--- config.mk ---
export PLATFORM = sky130hd
export DESIGN_NAME = vaddr_region_dec
export DESIGN_NICKNAME = d
export VERILOG_FILES = /design/src/rtl/vrd_pkg.sv /design/src/rtl/vrd_data_rules.sv /design/src/rtl/vrd_fetch_rules.sv /design/src/rtl/vrd_sq_rules.sv /design/src/rtl/vrd_out_stage.sv /design/src/rtl/vaddr_region_dec.sv
export SDC_FILE = /design/constraint.sdc
export NUM_CORES = 1
export LEC_CHECK = 0
export ABC_CLOCK_PERIOD_IN_PS = 1600
export BUFFER_PORTS_ARGS = -buffer_cell sky130_fd_sc_hd__clkbuf_2
export CORE_ASPECT_RATIO = 0.8
export CORE_UTILIZATION = 41
export CTS_CLUSTER_DIAMETER = 30
export DETAILED_ROUTE_END_ITERATION = 6
export PLACE_DENSITY = 0.84
export SYNTH_ARGS = -nofsm -noshare
export SYNTH_HDL_FRONTEND = slang
export SYNTH_SLANG_ARGS = --single-unit
export TNS_END_PERCENT = 5
--- constraint.sdc ---
create_clock -name clk -period 1.6 [get_ports clk]
set_input_delay 0.16 -clock clk [delete_from_list [all_inputs] [get_ports clk]]
set_output_delay 0.16 -clock clk [all_outputs]
set_load 0.1 [all_outputs]
--- src/rtl/vrd_pkg.sv ---
`timescale 1ns/1ps
package vrd_pkg;

  localparam int unsigned VA_W   = 32;
  localparam int unsigned QB_W   = 8;
  localparam int unsigned QB_SH  = VA_W - QB_W;

  typedef logic [VA_W-1:0] va_t;
  typedef logic [QB_W-1:0] qbase_t;

  typedef enum logic [1:0] {
    ACC_LOAD    = 2'd0,
    ACC_STORE   = 2'd1,
    ACC_FETCH   = 2'd2,
    ACC_SQFLUSH = 2'd3
  } acc_e;

  typedef enum logic [1:0] {
    OUT_RAW   = 2'd0,
    OUT_STRIP = 2'd1,
    OUT_XLAT  = 2'd2,
    OUT_FAULT = 2'd3
  } outc_e;

  typedef enum logic [1:0] {
    FLT_NONE = 2'd0,
    FLT_RD   = 2'd1,
    FLT_WR   = 2'd2
  } flt_e;

  typedef struct packed {
    outc_e outc;
    va_t   addr;
    logic  asid_chk;
    flt_e  flt;
  } res_t;

  localparam va_t STRIP_MASK  = 32'h1FFF_FFFF;
  localparam va_t P3_BASE     = 32'hC000_0000;
  localparam va_t P4_BASE     = 32'hE000_0000;
  localparam va_t SQ_LIMIT    = 32'hE400_0000;
  localparam va_t FETCH_LIMIT = 32'hFFFF_FF00;
  localparam va_t SQ_OFS_MASK = 32'h03FF_FFE0;
  localparam int unsigned SQ_SEL_BIT = 5;

  function automatic va_t f_strip(input va_t a);
    return a & STRIP_MASK;
  endfunction

  function automatic logic f_upper(input va_t a);
    return a[VA_W-1];
  endfunction

  function automatic logic f_below_p3(input va_t a);
    return a < P3_BASE;
  endfunction

  function automatic logic f_in_p4(input va_t a);
    return a >= P4_BASE;
  endfunction

  function automatic logic f_sq_window(input va_t a);
    return (a >= P4_BASE) && (a < SQ_LIMIT);
  endfunction

  function automatic logic f_fetch_hole(input va_t a);
    return (a >= P4_BASE) && (a < FETCH_LIMIT);
  endfunction

  // identifier compared unless single-virtual and privileged
  function automatic logic f_asid_rule(input logic sv, input logic priv);
    return !sv || !priv;
  endfunction

  function automatic va_t f_sq_target(input va_t a, input qbase_t b0, input qbase_t b1);
    qbase_t b;
    b = a[SQ_SEL_BIT] ? b1 : b0;
    return (a & SQ_OFS_MASK) | (va_t'(b) << QB_SH);
  endfunction

  function automatic res_t f_mk(input outc_e o, input va_t a, input logic chk, input flt_e f);
    res_t r;
    r.outc     = o;
    r.addr     = a;
    r.asid_chk = chk;
    r.flt      = f;
    return r;
  endfunction

  // common tail: translate when enabled, else strip to 29 bits
  function automatic res_t f_tail(input va_t a, input logic at, input logic chk);
    if (at) return f_mk(OUT_XLAT, a, chk, FLT_NONE);
    return f_mk(OUT_STRIP, f_strip(a), 1'b0, FLT_NONE);
  endfunction

endpackage

--- src/rtl/vrd_data_rules.sv ---
`timescale 1ns/1ps
module vrd_data_rules
  import vrd_pkg::*;
(
  input  va_t  addr,
  input  logic is_store,
  input  logic priv,
  input  logic at,
  input  logic sv,
  input  logic sqmd,
  output res_t res
);

  logic hi_priv_p4;
  logic hi_priv_p12;
  logic hi_user;
  logic user_sq_ok;

  assign hi_priv_p4  = f_upper(addr) && priv && f_in_p4(addr);
  assign hi_priv_p12 = f_upper(addr) && priv && f_below_p3(addr);
  assign hi_user     = f_upper(addr) && !priv;
  assign user_sq_ok  = f_sq_window(addr) && !sqmd;

  always_comb begin
    if (hi_priv_p4) begin
      res = f_mk(OUT_RAW, addr, 1'b0, FLT_NONE);
    end else if (hi_priv_p12) begin
      res = f_mk(OUT_STRIP, f_strip(addr), 1'b0, FLT_NONE);
    end else if (hi_user) begin
      if (user_sq_ok) res = f_mk(OUT_RAW, addr, 1'b0, FLT_NONE);
      else            res = f_mk(OUT_FAULT, addr, 1'b0, is_store ? FLT_WR : FLT_RD);
    end else begin
      res = f_tail(addr, at, f_asid_rule(sv, priv));
    end
  end

endmodule

--- src/rtl/vrd_fetch_rules.sv ---
`timescale 1ns/1ps
module vrd_fetch_rules
  import vrd_pkg::*;
(
  input  va_t  addr,
  input  logic priv,
  input  logic at,
  input  logic sv,
  output res_t res
);

  logic p_strip;
  logic p_hole;
  logic u_high;

  assign p_strip = priv && f_upper(addr) && f_below_p3(addr);
  assign p_hole  = priv && f_fetch_hole(addr);
  assign u_high  = !priv && f_upper(addr);

  always_comb begin
    if (p_strip) begin
      res = f_mk(OUT_STRIP, f_strip(addr), 1'b0, FLT_NONE);
    end else if (p_hole || u_high) begin
      res = f_mk(OUT_FAULT, addr, 1'b0, FLT_RD);
    end else begin
      res = f_tail(addr, at, f_asid_rule(sv, priv));
    end
  end

endmodule

--- src/rtl/vrd_sq_rules.sv ---
`timescale 1ns/1ps
module vrd_sq_rules
  import vrd_pkg::*;
(
  input  va_t    addr,
  input  logic   priv,
  input  logic   at,
  input  logic   sv,
  input  qbase_t base0,
  input  qbase_t base1,
  output res_t   res
);

  va_t target;
  assign target = f_sq_target(addr, base0, base1);

  always_comb begin
    if (at) res = f_mk(OUT_XLAT, addr, f_asid_rule(sv, priv), FLT_NONE);
    else    res = f_mk(OUT_STRIP, target, 1'b0, FLT_NONE);
  end

endmodule

--- src/rtl/vrd_out_stage.sv ---
`timescale 1ns/1ps
module vrd_out_stage
  import vrd_pkg::*;
(
  input  logic clk,
  input  logic rst_n,
  input  logic up_valid,
  output logic up_ready,
  input  res_t up_data,
  output logic dn_valid,
  input  logic dn_ready,
  output res_t dn_data
);

  logic valid_q;
  res_t data_q;

  assign up_ready = !valid_q || dn_ready;

  always_ff @(posedge clk) begin
    if (!rst_n) begin
      valid_q <= 1'b0;
      data_q  <= '0;
    end else if (up_ready) begin
      valid_q <= up_valid;
      if (up_valid) data_q <= up_data;
    end
  end

  assign dn_valid = valid_q;
  assign dn_data  = data_q;

endmodule

--- src/rtl/vaddr_region_dec.sv ---
`timescale 1ns/1ps
module vaddr_region_dec
  import vrd_pkg::*;
(
  input  logic        clk,
  input  logic        rst_n,
  input  logic        in_valid,
  output logic        in_ready,
  input  logic [31:0] in_addr,
  input  logic [1:0]  in_kind,
  input  logic        in_priv,
  input  logic        cfg_at,
  input  logic        cfg_sv,
  input  logic        cfg_sqmd,
  input  logic [7:0]  sq_base0,
  input  logic [7:0]  sq_base1,
  output logic        out_valid,
  input  logic        out_ready,
  output logic [1:0]  out_class,
  output logic [31:0] out_addr,
  output logic        out_asid_chk,
  output logic [1:0]  out_fault
);

  res_t r_data;
  res_t r_fetch;
  res_t r_sq;
  res_t r_sel;
  res_t r_out;
  logic accept;

  vrd_data_rules u_data (
    .addr     (in_addr),
    .is_store (in_kind == ACC_STORE),
    .priv     (in_priv),
    .at       (cfg_at),
    .sv       (cfg_sv),
    .sqmd     (cfg_sqmd),
    .res      (r_data)
  );

  vrd_fetch_rules u_fetch (
    .addr (in_addr),
    .priv (in_priv),
    .at   (cfg_at),
    .sv   (cfg_sv),
    .res  (r_fetch)
  );

  vrd_sq_rules u_sq (
    .addr  (in_addr),
    .priv  (in_priv),
    .at    (cfg_at),
    .sv    (cfg_sv),
    .base0 (sq_base0),
    .base1 (sq_base1),
    .res   (r_sq)
  );

  always_comb begin
    case (acc_e'(in_kind))
      ACC_FETCH:   r_sel = r_fetch;
      ACC_SQFLUSH: r_sel = r_sq;
      default:     r_sel = r_data;
    endcase
  end

  vrd_out_stage u_out (
    .clk      (clk),
    .rst_n    (rst_n),
    .up_valid (in_valid),
    .up_ready (in_ready),
    .up_data  (r_sel),
    .dn_valid (out_valid),
    .dn_ready (out_ready),
    .dn_data  (r_out)
  );

  assign accept       = in_valid && in_ready;
  assign out_class    = r_out.outc;
  assign out_addr     = r_out.addr;
  assign out_asid_chk = r_out.asid_chk;
  assign out_fault    = r_out.flt;

endmodule

==> impl_results.md, run 1 <==
- Seq cells post-synth: 38
- # IOs: 97
- Switching Fraction: 0.378
- Worst R2R Start: u_out.dn_valid
- Worst hold margin: roughly 0.10 ns
- Number of inserted diodes: 0
- Slowest cell on the critical path: dfxtp_4
- Synth top area cells: dfxtp_1 (41%), nand2_1 (9.7%), a21oi_1 (8.4%), mux2i_1 (3.2%), nor2_1 (2.6%)
- Area delta synth->final: 37.7%
- CTS H-Tree Depth: 2
- Post-CTS Resized: 0
- Share of layout cells above drive strength 1: 0.387
- Die Width: between 70 and 80 um
- Ys flop type: dfxtp_1
- Syn. warnings: 0
- Ys async rst share: 0
- Worst Setup EP: u_out.dn_data[34]
- Number of clock sinks: 38
- Crit path kind: reg -> reg
- Post-synth top area share: 0.410
- Core ar.: between 4000 and 5000 sq um
- EDFF count, synth: 0
- Max Freq: ~700 MHz
- Syn Area/Cell: 8.04 sq um
- Comb pwr share: 0.323
- Starting DRC count in detailed routing: between 70 and 80
- Syn Inst Count: 231
- Maximum root-to-sink buffer count: 2
- DP HPWL: slightly above 4000 um
- DR vias: approximately 2100
- Final WL: 5210 um
- Worst Path Buf+Inv: 2
- Period minus WS final: 1.44 ns
- Pwr Total: around 2600 uW
- Design area: 2560 sq um
- GRT Total Usage: 0.221
- MaxCap Viol Count: 0
- M1 GR Usage: 0.329
- Post-synth top cells: nand2_1 (48), dfxtp_1 (38), a21oi_1 (31)
- R2r worst-path depth: 6
- Distinct cell type count after synthesis: 46
- Crit-path cells: and2b_2 -> inv_6 -> nand2_1 -> buf_4 -> a31oi_1 -> a311oi_1
- Clk slew on worst S/H paths: about 0.07 ns
- Avg WL per Cell: about 14 um
- Worst EP arrival: 1.57 ns
- Sequential fraction of the synthesis area: 0.410
- CP required: 1.74 ns
- Final #Nets: between 300 and 400
- Antenna viol nets, final: 0
- Routed vias/inst: 5.39
- Met2 usage: 0.317
- Leakage power: around 0.0012 uW
- Final period util: 0.897
- Worst hold path type: in -> reg
- Post-Syn Nets: just under 300
- GRT Max-Usage Layer: met1
- Max-slew headroom: 0.614
- Internal power: about 1600 uW
- CP peak stage delay: about 0.34 ns
- Status: finished, final reports clean
- DP Area: around 2400 sq um
- Cell Area, Synth: 1860 sq um
- Effective utilization at floorplan: 0.436
- Cell taking the most area after synthesis: dfxtp_1
- Vias in the first global route: 1836
- # rows: 21
- CTS Buf Count: 5
- Finished Layout Cells: 385
- Remaining DRCs: 0
- GR Util met3: 0.0618
- Post-CTS Setup Bufs: 0
- Die Y: 62.2 um
- Initial antenna violation count: 0
- Delay-heaviest family, CP: simple AND/OR/NAND/NOR gates
- Clock Power Share: 0.285
- Dpl cells: 378
- R2r setup slk: 0.16 ns
- First-pass GRT wire length: ~8600 um
- Peak supply drop: 798 uV
- RSZ-0062 raised after global routing: false
- Max-slew violations: 0
- Critical path depth: 6
- Final Skew: between 0.003 and 0.004 ns
- Seq pwr share: 0.393
- Worst-Margin Slew: 0.579 ns
- GP Congestion: between 0.9 and 1
- Sw power: 996 uW
- Setup crit start kind: register
- Largest net degree at the start of global routing: 25
- Grt ovf: 0
- CP Launch Point: u_out.dn_valid
- Root buffer cell: clkbuf_8
- Most common cell in the synthesized netlist: nand2_1
- Die area: between 4000 and 5000 sq um
- CP Capture Type: register
- Worst r2r dst: u_out.dn_data[34]
- IO buf count: 96
- Final Hold Violating Endpoints: 0
- Hold Buf Count CTS: 0
- Drt pass-1 iters: 4
- PwrDens: 1030 nW/um^2
- Final setup vio count: 0
- Min-delay src: in_addr[6]
- CTS tree: yes
- Worst-Skew Late Latency: 0.28 ns
- Crit path max fanout: 6
## sequential cells by signal, indices dropped and copies added, names as in the netlist
register	cells
u_out.dn_valid	1
u_out.dn_data	37
## through the flow
| stage | utilization | setup WS [ns] | TNS (ns) |
|---|---|---|---|
| final | 0.601 | 0.165 | 0 |
| after global routing | 0.601 | 0.0929 | 0 |
| after CTS | 0.601 | 0.178 | 0 |
| after detailed placement | 0.575 | 0.0702 | 0 |
| after global placement | 0.575 | 0.0870 | 0 |
| after floorplan | - | -0.0161 | -0.0663 |
## cell families (layout without fill, tap and decap cells)
kind of cell,count (synthesis),count (layout),synth area share
AOI/OAI and AO/OA,73,73,0.255
and+or+nand+nor,90,90,0.241
buffers and inverters,22,119,0.0505
muxes,8,8,0.0445
DFF,38,38,0.410
## power groups by stage
stage | combinational (uW) | sequential, uW | clock [uW]
CTS | 851 | 1030 | 764
floorplan | 213 | 1480 | 0
detailed placement | 849 | 1060 | 0
finish | 850 | 1030 | 750
global placement | 842 | 1050 | 0
global route | 896 | 1040 | 812
## area by class of cell
type	instances	area, sq um
multi-input cells	171	1010
inverters	7	31.3
well taps	57	71.3
flip-flops and latches	38	764
fillers	401	1700
clock buffers	7	108
repair buffers	105	576
## tightest hold or removal path, delay by kind of cell
family	cells	cell delay, ns
and+or+nand+nor	1	0.05
AOI/OAI and AO/OA	1	0.05
buffers and inverters	1	0.08
## worst min-delay path by stage
stage | endpoint | slack [ns] | depth (start not counted)
floorplan | u_out.dn_data[10] | 0.30 | 2
global placement | u_out.dn_data[10] | 0.39 | 3
detailed placement | u_out.dn_data[9] | 0.40 | 3
CTS | u_out.dn_data[9] | 0.1 | 3
global route | u_out.dn_data[10] | 0.11 | 3
finish | u_out.dn_data[9] | 0.10 | 3
## placed cells by master, fill, tap and decap left out, types with 6 or more instances in the layout
cell,count
clkbuf_2,95
nor2_1,12
dfxtp_1,37
buf_4,8
a22oi_1,6
o21ai_0,9
mux2i_1,6
nand2_1,48
clkbuf_8,6
a21oi_1,31
## metal layers
layer | vias up | wire (um)
li1 | 1028 | -
met1 | 933 | 2550
met2 | 116 | 2160
met3 | 0 | 492
met4 | 0 | 0
met5 | - | 0
No activity file was read; power rests on OpenSTA's default activity.
==> inputs of run 2 (changes only) <==
--- a/config.mk
+++ b/config.mk
@@ -5,13 +5,15 @@
 export SDC_FILE = /design/constraint.sdc
 export NUM_CORES = 1
 export LEC_CHECK = 0
-export ABC_CLOCK_PERIOD_IN_PS = 1600
+export ABC_CLOCK_PERIOD_IN_PS = 1200
 export BUFFER_PORTS_ARGS = -buffer_cell sky130_fd_sc_hd__clkbuf_2
+export CAP_MARGIN = 20
 export CORE_ASPECT_RATIO = 0.8
-export CORE_UTILIZATION = 41
+export CORE_UTILIZATION = 40
 export CTS_CLUSTER_DIAMETER = 30
 export DETAILED_ROUTE_END_ITERATION = 6
-export PLACE_DENSITY = 0.84
+export PLACE_DENSITY = 0.85
+export SLEW_MARGIN = 30
 export SYNTH_ARGS = -nofsm -noshare
 export SYNTH_HDL_FRONTEND = slang
 export SYNTH_SLANG_ARGS = --single-unit
==> constraint.sdc (replaced) <==
create_clock -name clk -period 1.2 [get_ports clk]
set_input_delay 0.12 -clock clk [delete_from_list [all_inputs] [get_ports clk]]
set_output_delay 0.12 -clock clk [all_outputs]
set_load 0.1 [all_outputs]
==> impl_results.md, run 2 (synthesized netlist as in run 1, its figures left out) <==
- Status: finished, violations left
- Failing checks: negative setup slack
- Maximum root-to-sink buffer count: 2
- Min-delay src: in_addr[6]
- Routed vias/inst: roughly 5.6
- Layout fillers: 270
- First-pass GRT wire length: ~11000 um
- Die Width: between 70 and 80 um
- Clk slew on worst S/H paths: 0.07 ns
- Initial antenna violation count: 0
- M1 GR Usage: 0.311
- # rows: 21
- MaxCap Viol Count: 0
- Avg WL per Cell: 16.4 um
- Max FFs per register: 37
- Final period util: 1.08
- GRT Max-Usage Layer: met2
- Max Freq: just under 800 MHz
- Remaining DRCs: 0
- CP required: 1.36 ns
- Final WL: about 6700 um
- Effective utilization at floorplan: 0.431
- Worst-Skew Late Latency: between 0.2 and 0.3 ns
- FF+latch area: between 700 and 800 sq um
- Hold Buf Count CTS: 0
- Area of the multi-input gates: around 1100 sq um
- Crit path max fanout: 4
- Number of clock sinks: 38
- IO buf count: 96
- Met2 usage: 0.501
- Worst hold margin: between 0.05 and 0.06 ns
- Crit path kind: reg -> reg
- Worst-Margin Slew: 0.469 ns
- Share of layout cells above drive strength 1: 0.463
- CP Capture Type: register
- Die area: 4920 sq um
- DR vias: 2287
- WHS Path Cells: 3
- R2r worst-path depth: 5
- Starting DRC count in detailed routing: roughly 130
- Max-slew violations: 0
- Period minus WS final: approximately 1.3 ns
- Worst R2R Start: u_out.dn_valid
- Die Y: ~63 um
- Number of inserted diodes: 0
- Antenna viol nets, final: 0
- Leading cell types in the layout, fill and taps excluded: clkbuf_2 (57), nand2_1 (47), buf_12 (40)
- Dpl ws: -0.358 ns
- Final core occ: 0.792
- Drt pass-1 iters: 4
- PwrDens: roughly 1100 nW/um^2
- CTS tree: yes
- GP Congestion: about 0.96
- DP HPWL: 5200 um
- Largest net degree at the start of global routing: 21
- Grt ovf: 0
- CTS H-Tree Depth: 2
- GRT Total Usage: 0.276
- Root buffer cell: clkbuf_8
- Area delta synth->final: 83.8%
- Final setup vio count: 8
- Worst EP arrival: roughly 1.5 ns
- Hold endpoint: u_out.dn_data[9]
- Final #Nets: 408
- GR Util met3: 0.0774
- Max-slew headroom: 0.683
- Vias in the first global route: about 2400
- Peak supply drop: 937 uV
- CTS Buf Count: 5
- Leakage power: ~0.0015 uW
- Setup crit start kind: register
- Final Skew: 0.00539 ns
- # IOs: 97
- Post-route setup slack: -0.0946 ns
- Final Hold Violating Endpoints: 0
- Worst r2r dst: u_out.dn_data[32]
- R2r setup slk: -0.09 ns
- Worst hold path type: in -> reg
- Design area: around 3400 sq um
- Most common cell after layout, fill and taps aside: clkbuf_2
- Core ar.: between 4000 and 5000 sq um
- RSZ-0062 raised after global routing: true
- DP Area: between 3000 and 4000 sq um
==> run 2: layout make-up <==
cell class,count,share of cell area
sequential,38,0.224
clock buffer,7,0.0253
multi-input combinational,171,0.326
inverter,7,0.00990
timing repair buffer,127,0.394
tap,57,0.0209
==> run 2: routing by layer <==
metal  share of wire  up-vias
met5               0        -
li1                -     1068
met2            0.50      142
met4           0.022        0
met3           0.088       20
met1            0.39     1057
==> run 2: where the power goes <==
| group | internal [uW] | switching, uW | total [uW] |
|---|---|---|---|
| Clock | 456 | 412 | 867 |
| Sequential | 1340 | 90.1 | 1430 |
| Combinational | 576 | 935 | 1510 |
| Total | 2370 | 1440 | 3810 |
==> run 2: timing repair <==
item,4_1_cts,5_1_grt
endpoints found under the setup margin,38,24
gates cloned,0,0
endpoints found under the hold margin,0,0
gates resized for setup,14,13
pin swaps,8,5
buffers inserted,2,0
==> run 2: how the worst max path moves through the flow <==
stage / startpoint / end
finish: u_out.dn_valid / u_out.dn_data[32]
global route: u_out.dn_valid / in_ready
CTS: u_out.dn_valid / in_ready
detailed placement: in_addr[28] / u_out.dn_data[32]
global placement: in_addr[28] / u_out.dn_data[32]
floorplan: u_out.dn_valid / u_out.dn_data[1]
==> run 2: through the flow <==
stage                     total power, uW  TNS, ns  std cells
after CTS                            3790   -0.507        407
final                                3810   -0.486        407
after global placement               2850    -2.10        398
after global routing                 3960    -1.11        407
after floorplan                      2260   -10.05        231
after detailed placement             2890    -3.24        398
==> run 2: critical path, cell delays in order (launching register included) <==
cell      delay (ns)
dfxtp_4         0.34
and2b_4         0.20
inv_8           0.08
o211ai_1        0.13
a211oi_2        0.29
a211oi_1        0.13
